## src/rtl/ks_pkg.sv

```systemverilog
package ks_pkg;
    typedef enum logic [2:0] {
        S_IDLE   = 3'd0,
        S_INIT   = 3'd1,
        S_EVAL   = 3'd2,
        S_TOGGLE = 3'd3,
        S_VERIFY = 3'd4,
        S_DONE   = 3'd5
    } ks_state_e;

    localparam int LFSR_W   = 16;
    localparam logic [LFSR_W-1:0] LFSR_ONE = 16'h0001;
endpackage

```

## src/rtl/ks_lfsr.sv

```systemverilog
module ks_lfsr
    import ks_pkg::*;
(
    input  logic              clk,
    input  logic              rst_n,
    input  logic              load,
    input  logic [LFSR_W-1:0] seed,
    input  logic              step,
    output logic [LFSR_W-1:0] q
);
    logic [LFSR_W-1:0] state_d, state_q;
    logic              fb;

    always_comb begin
        fb      = state_q[15] ^ state_q[13] ^ state_q[12] ^ state_q[10];
        state_d = state_q;
        if (load) begin
            state_d = (seed == '0) ? LFSR_ONE : seed;
        end else if (step) begin
            state_d = {state_q[LFSR_W-2:0], fb};
        end
    end

    always_ff @(posedge clk or negedge rst_n) begin
        if (!rst_n) state_q <= LFSR_ONE;
        else        state_q <= state_d;
    end

    assign q = state_q;


    lfsr_nonzero_chk: assert property (@(posedge clk) disable iff (!rst_n)
        state_q != '0);
endmodule

```

## src/rtl/ks_rom.sv

```systemverilog
module ks_rom #(
    parameter int NPAT  = 16,
    parameter int PAT_W = 8,
    parameter int RSP_W = 8,
    parameter int IDX_W = $clog2(NPAT),
    parameter logic [NPAT*PAT_W-1:0] PAT_ROM = '0,
    parameter logic [NPAT*RSP_W-1:0] EXP_ROM = '0
) (
    input  logic [IDX_W-1:0] idx,
    output logic [PAT_W-1:0] pat,
    output logic [RSP_W-1:0] exp_rsp
);
    logic [PAT_W-1:0] pat_a [NPAT];
    logic [RSP_W-1:0] exp_a [NPAT];

    for (genvar i = 0; i < NPAT; i++) begin : g_ent
        assign pat_a[i] = PAT_ROM[i*PAT_W +: PAT_W];
        assign exp_a[i] = EXP_ROM[i*RSP_W +: RSP_W];
    end

    assign pat     = pat_a[idx];
    assign exp_rsp = exp_a[idx];
endmodule

```

## src/rtl/ks_mismatch_acc.sv

```systemverilog
module ks_mismatch_acc #(
    parameter int RSP_W = 8,
    parameter int NPAT  = 16,
    localparam int MAX_CNT = NPAT * RSP_W,
    localparam int CNT_W   = $clog2(MAX_CNT + 1)
) (
    input  logic             clk,
    input  logic             rst_n,
    input  logic             en,
    input  logic             clear,
    input  logic [RSP_W-1:0] rsp,
    input  logic [RSP_W-1:0] exp_rsp,
    output logic [CNT_W-1:0] sum_now
);
    logic [CNT_W-1:0] acc_d, acc_q;
    logic [CNT_W-1:0] pc;
    logic [CNT_W:0]   wide;
    logic [RSP_W-1:0] diff;

    always_comb begin
        diff = rsp ^ exp_rsp;
        pc   = '0;
        for (int i = 0; i < RSP_W; i++) begin
            pc = pc + CNT_W'(diff[i]);
        end
        wide    = {1'b0, acc_q} + {1'b0, pc};
        sum_now = (wide > (CNT_W+1)'(MAX_CNT)) ? CNT_W'(MAX_CNT) : wide[CNT_W-1:0];
        acc_d   = acc_q;
        if (clear)   acc_d = '0;
        else if (en) acc_d = sum_now;
    end

    always_ff @(posedge clk or negedge rst_n) begin
        if (!rst_n) acc_q <= '0;
        else        acc_q <= acc_d;
    end


    acc_ceiling_chk: assert property (@(posedge clk) disable iff (!rst_n)
        acc_q <= CNT_W'(MAX_CNT));
endmodule

```

## src/rtl/key_search_engine.sv

```systemverilog
module key_search_engine
    import ks_pkg::*;
#(
    parameter int KEY_W     = 8,
    parameter int NPAT      = 16,
    parameter int PAT_W     = 8,
    parameter int RSP_W     = 8,
    parameter int MAX_EVALS = 1000000,
    parameter logic [NPAT*PAT_W-1:0] PAT_ROM = '0,
    parameter logic [NPAT*RSP_W-1:0] EXP_ROM = '0,
    localparam int IDX_W   = $clog2(NPAT),
    localparam int BIT_W   = $clog2(KEY_W),
    localparam int MAX_CNT = NPAT * RSP_W,
    localparam int CNT_W   = $clog2(MAX_CNT + 1),
    localparam int EV_W    = $clog2(MAX_EVALS + 1)
) (
    input  logic              clk,
    input  logic              rst_n,
    input  logic              start,
    input  logic [15:0]       seed,
    output logic              done,
    output logic              found,
    output logic [KEY_W-1:0]  result_key,
    output logic [KEY_W-1:0]  dut_key,
    output logic [IDX_W-1:0]  pat_idx,
    output logic [PAT_W-1:0]  pat_data,
    input  logic [RSP_W-1:0]  dut_rsp,
    output logic              verify_req,
    input  logic              verify_ok
);
    typedef struct packed {
        ks_state_e        state;
        logic [KEY_W-1:0] key;
        logic [CNT_W-1:0] cost;
        logic [IDX_W-1:0] idx;
        logic [BIT_W:0]   visit;
        logic [BIT_W-1:0] off;
        logic [BIT_W-1:0] stride;
        logic             trial;
        logic [EV_W-1:0]  evals;
        logic             found;
        logic [KEY_W-1:0] result;
    } regs_t;

    regs_t q, d;

    logic [LFSR_W-1:0]  rnd;
    logic               lfsr_load, lfsr_step;
    logic [RSP_W-1:0]   exp_rsp;
    logic [CNT_W-1:0]   sum_now;
    logic               acc_en, acc_clear;
    logic [2*BIT_W-1:0] prod;
    logic [BIT_W-1:0]   bit_sel;
    logic [KEY_W-1:0]   bit_mask;
    logic               last_pat;
    logic               budget_out;
    logic [CNT_W-1:0]   new_cost;

    ks_lfsr u_lfsr (
        .clk   (clk),
        .rst_n (rst_n),
        .load  (lfsr_load),
        .seed  (seed),
        .step  (lfsr_step),
        .q     (rnd)
    );

    ks_rom #(
        .NPAT    (NPAT),
        .PAT_W   (PAT_W),
        .RSP_W   (RSP_W),
        .IDX_W   (IDX_W),
        .PAT_ROM (PAT_ROM),
        .EXP_ROM (EXP_ROM)
    ) u_rom (
        .idx     (q.idx),
        .pat     (pat_data),
        .exp_rsp (exp_rsp)
    );

    ks_mismatch_acc #(
        .RSP_W (RSP_W),
        .NPAT  (NPAT)
    ) u_acc (
        .clk     (clk),
        .rst_n   (rst_n),
        .en      (acc_en),
        .clear   (acc_clear),
        .rsp     (dut_rsp),
        .exp_rsp (exp_rsp),
        .sum_now (sum_now)
    );

    always_comb begin
        d          = q;
        prod       = {{BIT_W{1'b0}}, q.visit[BIT_W-1:0]} * {{BIT_W{1'b0}}, q.stride};
        bit_sel    = q.off + prod[BIT_W-1:0];
        bit_mask   = KEY_W'(1) << bit_sel;
        last_pat   = (q.idx == IDX_W'(NPAT - 1));
        budget_out = (q.evals >= EV_W'(MAX_EVALS));
        lfsr_load  = (q.state == S_IDLE) && start;
        lfsr_step  = (q.state != S_IDLE);
        acc_en     = (q.state == S_EVAL);
        acc_clear  = (q.state == S_EVAL) && last_pat;
        new_cost   = sum_now;

        unique case (q.state)
            S_IDLE: begin
                if (start) begin
                    d.found  = 1'b0;
                    d.result = '0;
                    d.evals  = '0;
                    d.state  = S_INIT;
                end
            end
            S_INIT: begin
                if (budget_out) begin
                    d.found  = 1'b0;
                    d.result = q.key;
                    d.state  = S_DONE;
                end else begin
                    d.key   = rnd[KEY_W-1:0];
                    d.trial = 1'b0;
                    d.idx   = '0;
                    d.state = S_EVAL;
                end
            end
            S_EVAL: begin
                d.idx = q.idx + IDX_W'(1);
                if (last_pat) begin
                    d.idx   = '0;
                    d.evals = q.evals + EV_W'(1);
                    if (!q.trial) begin
                        d.cost = sum_now;
                        if (sum_now == '0) begin
                            d.state = S_VERIFY;
                        end else begin
                            d.visit  = '0;
                            d.off    = rnd[BIT_W-1:0];
                            d.stride = rnd[LFSR_W-1 -: BIT_W] | BIT_W'(1);
                            d.state  = S_TOGGLE;
                        end
                    end else begin
                        if (q.cost < sum_now) begin
                            d.key    = q.key ^ bit_mask;
                            new_cost = q.cost;
                        end
                        d.cost = new_cost;
                        if (new_cost == '0) begin
                            d.state = S_VERIFY;
                        end else if (q.visit == (BIT_W+1)'(KEY_W - 1)) begin
                            d.state = S_INIT;
                        end else begin
                            d.visit = q.visit + (BIT_W+1)'(1);
                            d.state = S_TOGGLE;
                        end
                    end
                end
            end
            S_TOGGLE: begin
                if (budget_out) begin
                    d.found  = 1'b0;
                    d.result = q.key;
                    d.state  = S_DONE;
                end else begin
                    d.key   = q.key ^ bit_mask;
                    d.trial = 1'b1;
                    d.idx   = '0;
                    d.state = S_EVAL;
                end
            end
            S_VERIFY: begin
                if (verify_ok) begin
                    d.found  = 1'b1;
                    d.result = q.key;
                    d.state  = S_DONE;
                end else begin
                    d.state = S_INIT;
                end
            end
            S_DONE: begin
                d.state = S_IDLE;
            end
            default: d.state = S_IDLE;
        endcase
    end

    always_ff @(posedge clk or negedge rst_n) begin
        if (!rst_n) begin
            q       <= '0;
            q.state <= S_IDLE;
        end else begin
            q <= d;
        end
    end

    assign done       = (q.state == S_DONE);
    assign verify_req = (q.state == S_VERIFY);
    assign found      = q.found;
    assign result_key = q.result;
    assign dut_key    = q.key;
    assign pat_idx    = q.idx;


    done_pulse_chk: assert property (@(posedge clk) disable iff (!rst_n)
        done |=> !done);

    found_hold_chk: assert property (@(posedge clk) disable iff (!rst_n)
        (found && !start) |=> found);

    result_hold_chk: assert property (@(posedge clk) disable iff (!rst_n)
        (q.state == S_IDLE && !start) |=> $stable(result_key));

    verify_zero_cost_chk: assert property (@(posedge clk) disable iff (!rst_n)
        verify_req |-> (q.cost == '0));

    found_after_ok_chk: assert property (@(posedge clk) disable iff (!rst_n)
        (done && found) |-> $past(verify_req && verify_ok));

    key_steady_chk: assert property (@(posedge clk) disable iff (!rst_n)
        (q.state == S_EVAL && !last_pat) |=> $stable(dut_key));

    idx_step_chk: assert property (@(posedge clk) disable iff (!rst_n)
        (q.state == S_EVAL && !last_pat) |=> (pat_idx == $past(pat_idx) + IDX_W'(1)));

    budget_cap_chk: assert property (@(posedge clk) disable iff (!rst_n)
        q.evals <= EV_W'(MAX_EVALS));
endmodule

```

## config.mk

```make
export PLATFORM = sky130hd
export DESIGN_NAME = key_search_engine
export DESIGN_NICKNAME = d
export VERILOG_FILES = /design/src/rtl/ks_pkg.sv /design/src/rtl/ks_lfsr.sv /design/src/rtl/ks_rom.sv /design/src/rtl/ks_mismatch_acc.sv /design/src/rtl/key_search_engine.sv
export SDC_FILE = /design/constraint.sdc
export NUM_CORES = 1
export LEC_CHECK = 0
export BUFFER_PORTS_ARGS = -buffer_cell sky130_fd_sc_hd__buf_2
export CORE_MARGIN = 4
export CORE_UTILIZATION = 59
export CTS_CLUSTER_DIAMETER = 30
export DETAILED_ROUTE_END_ITERATION = 10
export HOLD_SLACK_MARGIN = 0.15
export PLACE_DENSITY_LB_ADDON = 0.1
export SYNTH_ARGS = -nofsm -noshare
export SYNTH_HDL_FRONTEND = slang
export SYNTH_SLANG_ARGS = --single-unit
```

## constraint.sdc

```tcl
create_clock -name clk -period 5.6 [get_ports clk]
set_clock_uncertainty 0.15 [all_clocks]
set_input_delay 0.56 -clock clk [delete_from_list [all_inputs] [get_ports clk]]
set_output_delay 0.56 -clock clk [all_outputs]
set_load 0.01 [all_outputs]
```

==> results of run 1 <==
==> state kept, by name, summed over array words and instances, names as in the netlist <==
| register | cells |
|---|---|
| u_lfsr.q | 16 |
| pat_idx | 4 |
| u_acc.acc_q | 8 |
| result_key | 8 |
| found | 1 |
| dut_key | 8 |
| q | 42 |
==> power groups by stage <==
stage	clock (mW)	sequential, mW	combinational, mW
2_1_floorplan	0	0.887	0.931
3_3_place_gp	0	0.937	1.26
3_5_place_dp	0	0.946	1.28
4_1_cts	0.492	0.934	1.39
5_1_grt	0.517	0.960	1.64
6_report	0.485	0.942	1.48
==> synth_stat cells (all sizes together) (14+ instances only) <==
master	number	share of area
ha	22	0.052
nand2	64	0.046
dfrtp	86	0.41
o21ai	56	0.053
nand3	18	0.020
clkbuf	14	0.010
inv	26	0.019
buf	31	0.042
mux2i	16	0.030
nor2	64	0.046
xnor2	17	0.028
a21oi	29	0.028
==> layout make-up <==
| type | count | area [sq um] |
|---|---|---|
| Sequential cell | 87 | 2180 |
| Clock buffer | 11 | 131 |
| Multi-Input combinational cell | 427 | 2960 |
| Fill cell | 682 | 2510 |
| Clock inverter | 5 | 81.3 |
| Tap cell | 108 | 135 |
| Inverter | 26 | 100 |
| Timing Repair Buffer | 88 | 576 |
==> worst max path at each step <==
stage / endpoint / start / cells past startpoint / slack [ns]
floorplan: q[36] / dut_rsp[1] / 21 / -0.31
global placement: q[36] / dut_rsp[1] / 23 / -0.45
global route: q[36] / dut_rsp[1] / 23 / -0.46
CTS: q[36] / dut_rsp[1] / 23 / -0.16
finish: q[36] / dut_rsp[1] / 23 / -0.30
detailed placement: dut_key[5] / dut_rsp[1] / 22 / -0.65
==> routing by layer <==
| layer | wire, microns | vias up | part of all wire |
|---|---|---|---|
| li1 | - | 2097 | - |
| met1 | 5590 | 2055 | 0.46 |
| met2 | 5610 | 142 | 0.46 |
| met3 | 703 | 21 | 0.058 |
| met4 | 228 | 0 | 0.019 |
| met5 | 0 | - | 0 |
==> tightest hold or removal path, stage by stage <==
cell     delay, ns
buf_2         0.07
nand2_1       0.09
nand2_1       0.07
==> cells in the final DEF, fill, tap and decap left out, types with 9 or more instances in the layout <==
master	Yosys	layout
a21oi_1	29	27
clkbuf_8	0	9
ha_1	22	17
buf_2	0	47
nand4_1	9	9
nor2_1	63	61
nand2_1	64	63
o21ai_1	3	16
buf_4	28	32
o21ai_0	53	34
inv_1	26	22
xnor2_1	17	16
dfrtp_1	86	86
mux2i_1	16	16
xor2_1	12	12
nand3_1	17	16
nor3_1	11	9
==> kinds of logic (layout without fill, tap and decap cells) <==
group / after synthesis / count (layout)
mux: 25 / 25
xor+xnor: 29 / 29
flops: 87 / 87
simple gates: 214 / 214
other cells: 1 / 8
buf+inv: 71 / 130
compound gates: 123 / 124
fa+ha+maj: 27 / 27
==> what timing repair did <==
action                                 4_1_cts  5_1_grt
pin swaps                                   10        2
setup endpoints to repair                   15       23
hold buffers                                 1        0
gates cloned                                 1        0
resized for setup                           19       19
setup buffers                                3        1
endpoints found under the hold margin       31        0
==> results.toml, run 1 <==
[timing]
finalSetupViolCount = 23
holdWs_ns = 0.324
slew_headroom = 0.464
setup_slack_ns = -0.304
slew_violations = 0
worst_slew_pin_slew_ns = 0.799
max_freq_ghz = 0.169
fin_crit_ns = 5.90
finalHoldViolCount = 0
fin_crit_sh = 1.05
setup_tns_ns = -3.78
rsz0062_at_grt = "yes"

[layout]
nNetsFinal = 694
synthToLayoutAreaGrowth_pct = 17.3
drive_gt1_frac = 0.253
antenna_cells = 0
final_cell_area_sq_um = 6160
final_cells = 752
utilization = 0.710

[setup_path]
path_common_cell = "ha_4"
worstPathCellList = "buf_6 > ha_4 > inv_2 > fa_1 > fa_1 > fa_2 > fa_2 > inv_4 > ha_4 > a211oi_4 > or2_4 > a311oi_4 > nor3b_2 > inv_2 > ha_4 > o21a_1 > o21a_1 > o21bai_4 > a22oi_2 > nor3_2 > o32ai_4 > nand3_4 > mux2_4"
cp_slowest_cell = "fa_2"
reg2reg_to = "dut_key[4]"
cp_max_fo = 5
critical_path_arrival_ns = 6.01
start_kind = "input port"
endpoint_kind = "flip-flop"
required_ns = 5.70
rr_worst_depth = 15
reg2reg_from = "u_acc.acc_q[0]"
slowest_delay_ns = 0.57
cpLargestDelayFamily = "adder cells"
critPathBufInv = 4
r2r_slack_ns = 1.64
crit_type = "input port to flip-flop"

[clocking]
cts.sinks = 87
numCtsBuffers = 9
cts-root-buf = "clkbuf_8"
cts_tree = "built"
clk_latency_ns = 0.36
ctsLongestPathBuffers = 2
clk_pin_slew_ns = 0.09
htreeDepth = 3

[worst_hold_path]
hp-class = "input port to flip-flop"
hold-path-cell-count = 3
min_to = "found"
min-delay-start = "verify_ok"

[place]
dp_slack_ns = -0.645
placed_cell_area_sq_um = 5730
place.gp.congestion = 0.864
place_inst = 730
dpl.hpwl_microns = 8720
portBuffers = 50

[drt]
drtIter0Drc = 278
ant_nets = 0
drc_errors = 0
wl_per_cell_microns = 16.1
routed_wl_microns = 12100
via_per_inst = 5.74
route.vias.total = 4315
drt_pre_antenna_iters = 5

[global_routing]
grt_max_degree = 57
grt_remaining_overflow = 0
grt_usage = 0.240
grt_pass1_vias = 4106
grt-busiest-layer = "met2"
grt_pass1_wl_microns = 19900
antenna_found_initial = 0
grt_use_met2 = 0.366
grt_use_met3 = 0.0355
use_met1 = 0.351

[floorplan]
io_pins = 59
fp.dieW_microns = 102
num_rows = 34
start_util = 0.606
die-area_sq_um = 10500
fp.dieH_microns = 102
core_area_sq_um = 8680

[logic_synthesis]
synth_top_family_by_area = "simple AND/OR/NAND/NOR gates"
muxShareOfSynthArea = 0.0505
ys.flop_type = "dfrtp_1"
seq_area_frac_synth = 0.415
synthSimpleGateAreaFrac = 0.197
synth_compound_area_frac = 0.147
synth_cell_types = 61
synth_area_sq_um = 5260
synth_enable_flop_cells = 0
synthAdderAreaFrac = 0.0714
synthXorXnorAreaFrac = 0.0483
syn_inst = 577
synth-seq-cells = 87
yosysWarnings = 0
async_reset_ff_frac = 1.00
avgSynthCellArea_sq_um = 9.11

[status]
failed_checks = "setup timing"
status = "complete, but fails checks"

[flow_run]
cap_violations = 0

[power]
swShare = 0.412
power_leakage_nw = 2.83
ir_drop_v = 0.000289
p_int_mw = 1.71
power.total_mw = 2.90
p_comb_frac = 0.509
switchingPower_mw = 1.20
p_seq_frac = 0.324
clock_power_share = 0.167
p_per_area_nw_per_um2 = 471
Power figures use the tool's default switching activity.
==> inputs of run 2 (changes only) <==
Settings changed: CORE_UTILIZATION 59 to 52.
==> run 2 against run 1 <==
Against the previous run: the flow still finishes with violations (setup timing); cell count grew 2.9%; global-route usage down 3.1 points; hold slack gained 0.0026 ns; sequential share of layout area rose by 0.065 points; die area rose by 12%; non-clock buffer count decreased by 3; power shrank 4.3%; count of clock-buffer cells in the layout rose by 2.
==> results.toml, run 2 (synthesis results as in run 1) <==
[setup_path]
crit_type = "input port to flip-flop"
endpoint_kind = "flip-flop"
critical_path_arrival_ns = 5.93
cp_max_fo = 5
required_ns = 5.69
start_kind = "input port"

[floorplan]
io_pins = 59
core_area_sq_um = 9820
fp.dieW_microns = 109
start_util = 0.535
fp.dieH_microns = 109
num_rows = 36
die-area_sq_um = 11800

[clocking]
ctsLongestPathBuffers = 2
cts_tree = "built"
clk_pin_slew_ns = 0.08
cts-root-buf = "clkbuf_8"
clk_latency_ns = 0.35
cts.sinks = 87
htreeDepth = 3
numCtsBuffers = 9

[timing]
setup_slack_ns = -0.245
worst_slew_pin_slew_ns = 0.838
rsz0062_at_grt = "yes"
slew_violations = 0
finalHoldViolCount = 0
slew_headroom = 0.441
holdWs_ns = 0.326
fin_crit_sh = 1.04
finalSetupViolCount = 23
fin_crit_ns = 5.85
max_freq_ghz = 0.171

[layout]
final_common_cell = "dfrtp_1"
drive_gt1_frac = 0.242
seq_area_sq_um = 2180
reg.largest.list = "q x42, u_lfsr.q x16"
final_cell_mix = "dfrtp_1, nand2_1, nor2_1"
nFillCells = 845
multiInputGateArea_sq_um = 2920
regMostFlops = "q"
synthToLayoutAreaGrowth_pct = 17.1
largest_reg_flops = 42
nNetsFinal = 691
antenna_cells = 0

[power]
power_leakage_nw = 2.85
ir_drop_v = 0.000262
swShare = 0.402
p_int_mw = 1.66
clock_power_share = 0.180
power.total_mw = 2.78
switchingPower_mw = 1.12
p_comb_frac = 0.483
p_seq_frac = 0.336
p_per_area_nw_per_um2 = 452

[global_routing]
grt_pass1_vias = 4021
grt_remaining_overflow = 0
antenna_found_initial = 0
grt_max_degree = 68
grt_usage = 0.210
grt_pass1_wl_microns = 19500

[flow_run]
cap_violations = 0

[drt]
routed_wl_microns = 11800
drc_errors = 0
via_per_inst = 5.41
ant_nets = 0
drtIter0Drc = 264
route.vias.total = 4191
drt_pre_antenna_iters = 5
wl_per_cell_microns = 15.3

[status]
status = "complete, but fails checks"
failed_checks = "setup timing"

[place]
place.gp.congestion = 0.930
portBuffers = 50
dpl.hpwl_microns = 8580

[worst_hold_path]
hp-class = "flip-flop to flip-flop"
-- run 2: cell types whose count changed in the layout (fill, tap and decap cells not counted), sizes merged --
cell,change
inv,-1
clkinv,-1
clkbuf,+2
buf,-3
-- run 2: what timing repair did --
action                                  in CTS  in global routing
buffers inserted                             5                  2
endpoints found under the setup margin      17                 23
hold buffers                                 1                  0
endpoints found under the hold margin       20                  0
gates resized for setup                     22                  4
cloned                                       1                  0
pin swaps                                   10                  1
-- run 2: critical path, cell delays in order --
cell and delay [ns]:
buf_6 0.10, ha_4 0.25, inv_2 0.03, fa_1 0.49, fa_1 0.44, fa_2 0.37, fa_2 0.54, inv_2 0.06
fa_2 0.39, a211oi_4 0.26, nor2_2 0.09, o311ai_4 0.29, nand2b_1 0.17, ha_4 0.28, a211oi_2 0.26, nor2_2 0.08
nor4b_2 0.32, a22oi_2 0.16, and4_1 0.21, o32ai_4 0.17, nand3_4 0.11, mux2_4 0.31
-- run 2: per-layer routing --
layer | track usage | part of all wire
met4 | 0.0496 | 0.010
met1 | 0.303 | 0.49
met3 | 0.0418 | 0.046
met2 | 0.324 | 0.46
met5 | 0 | 0
-- run 2: final timing paths --
path | start | end | slack, ns | cells after the start
worst max register to register | u_acc.acc_q[0] | q[36] | 1.63 | 15
min in group asynchronous | rst_n | q[20] | 0.47 | 2
worst min-delay path | found | found | 0.33 | 2
worst min register to register | found | found | 0.33 | 2
max in group asynchronous | rst_n | q[29] | 3.69 | 3
worst max-delay path | dut_rsp[1] | q[36] | -0.25 | 22
-- run 2: area by class of cell --
class / count / area share
multi-input combinational: 427 / 0.475
sequential: 87 / 0.354
clock inverter: 3 / 0.0106
clock buffer: 13 / 0.0275
inverter: 26 / 0.0159
timing repair buffer: 85 / 0.0901
tap: 133 / 0.0270
-- run 2: power by group through the flow --
stage | clock network, mW | registers (mW) | logic, mW
finish | 0.501 | 0.935 | 1.34
global route | 0.538 | 0.958 | 1.49
CTS | 0.516 | 0.930 | 1.33
detailed placement | 0 | 0.941 | 1.23
global placement | 0 | 0.937 | 1.22
floorplan | 0 | 0.887 | 0.931
-- run 2: per-stage QoR --
stage	worst slack [ns]	util	instance area (sq um)	TNS, ns	cells
2_1_floorplan	-0.314	-	5380	-2.65	584
3_3_place_gp	-0.459	0.582	5720	-8.01	749
3_5_place_dp	-0.642	0.582	5720	-11.78	749
4_1_cts	-0.207	0.623	6120	-1.93	772
5_1_grt	-0.420	0.627	6150	-8.05	774
6_report	-0.245	0.627	6150	-3.87	774
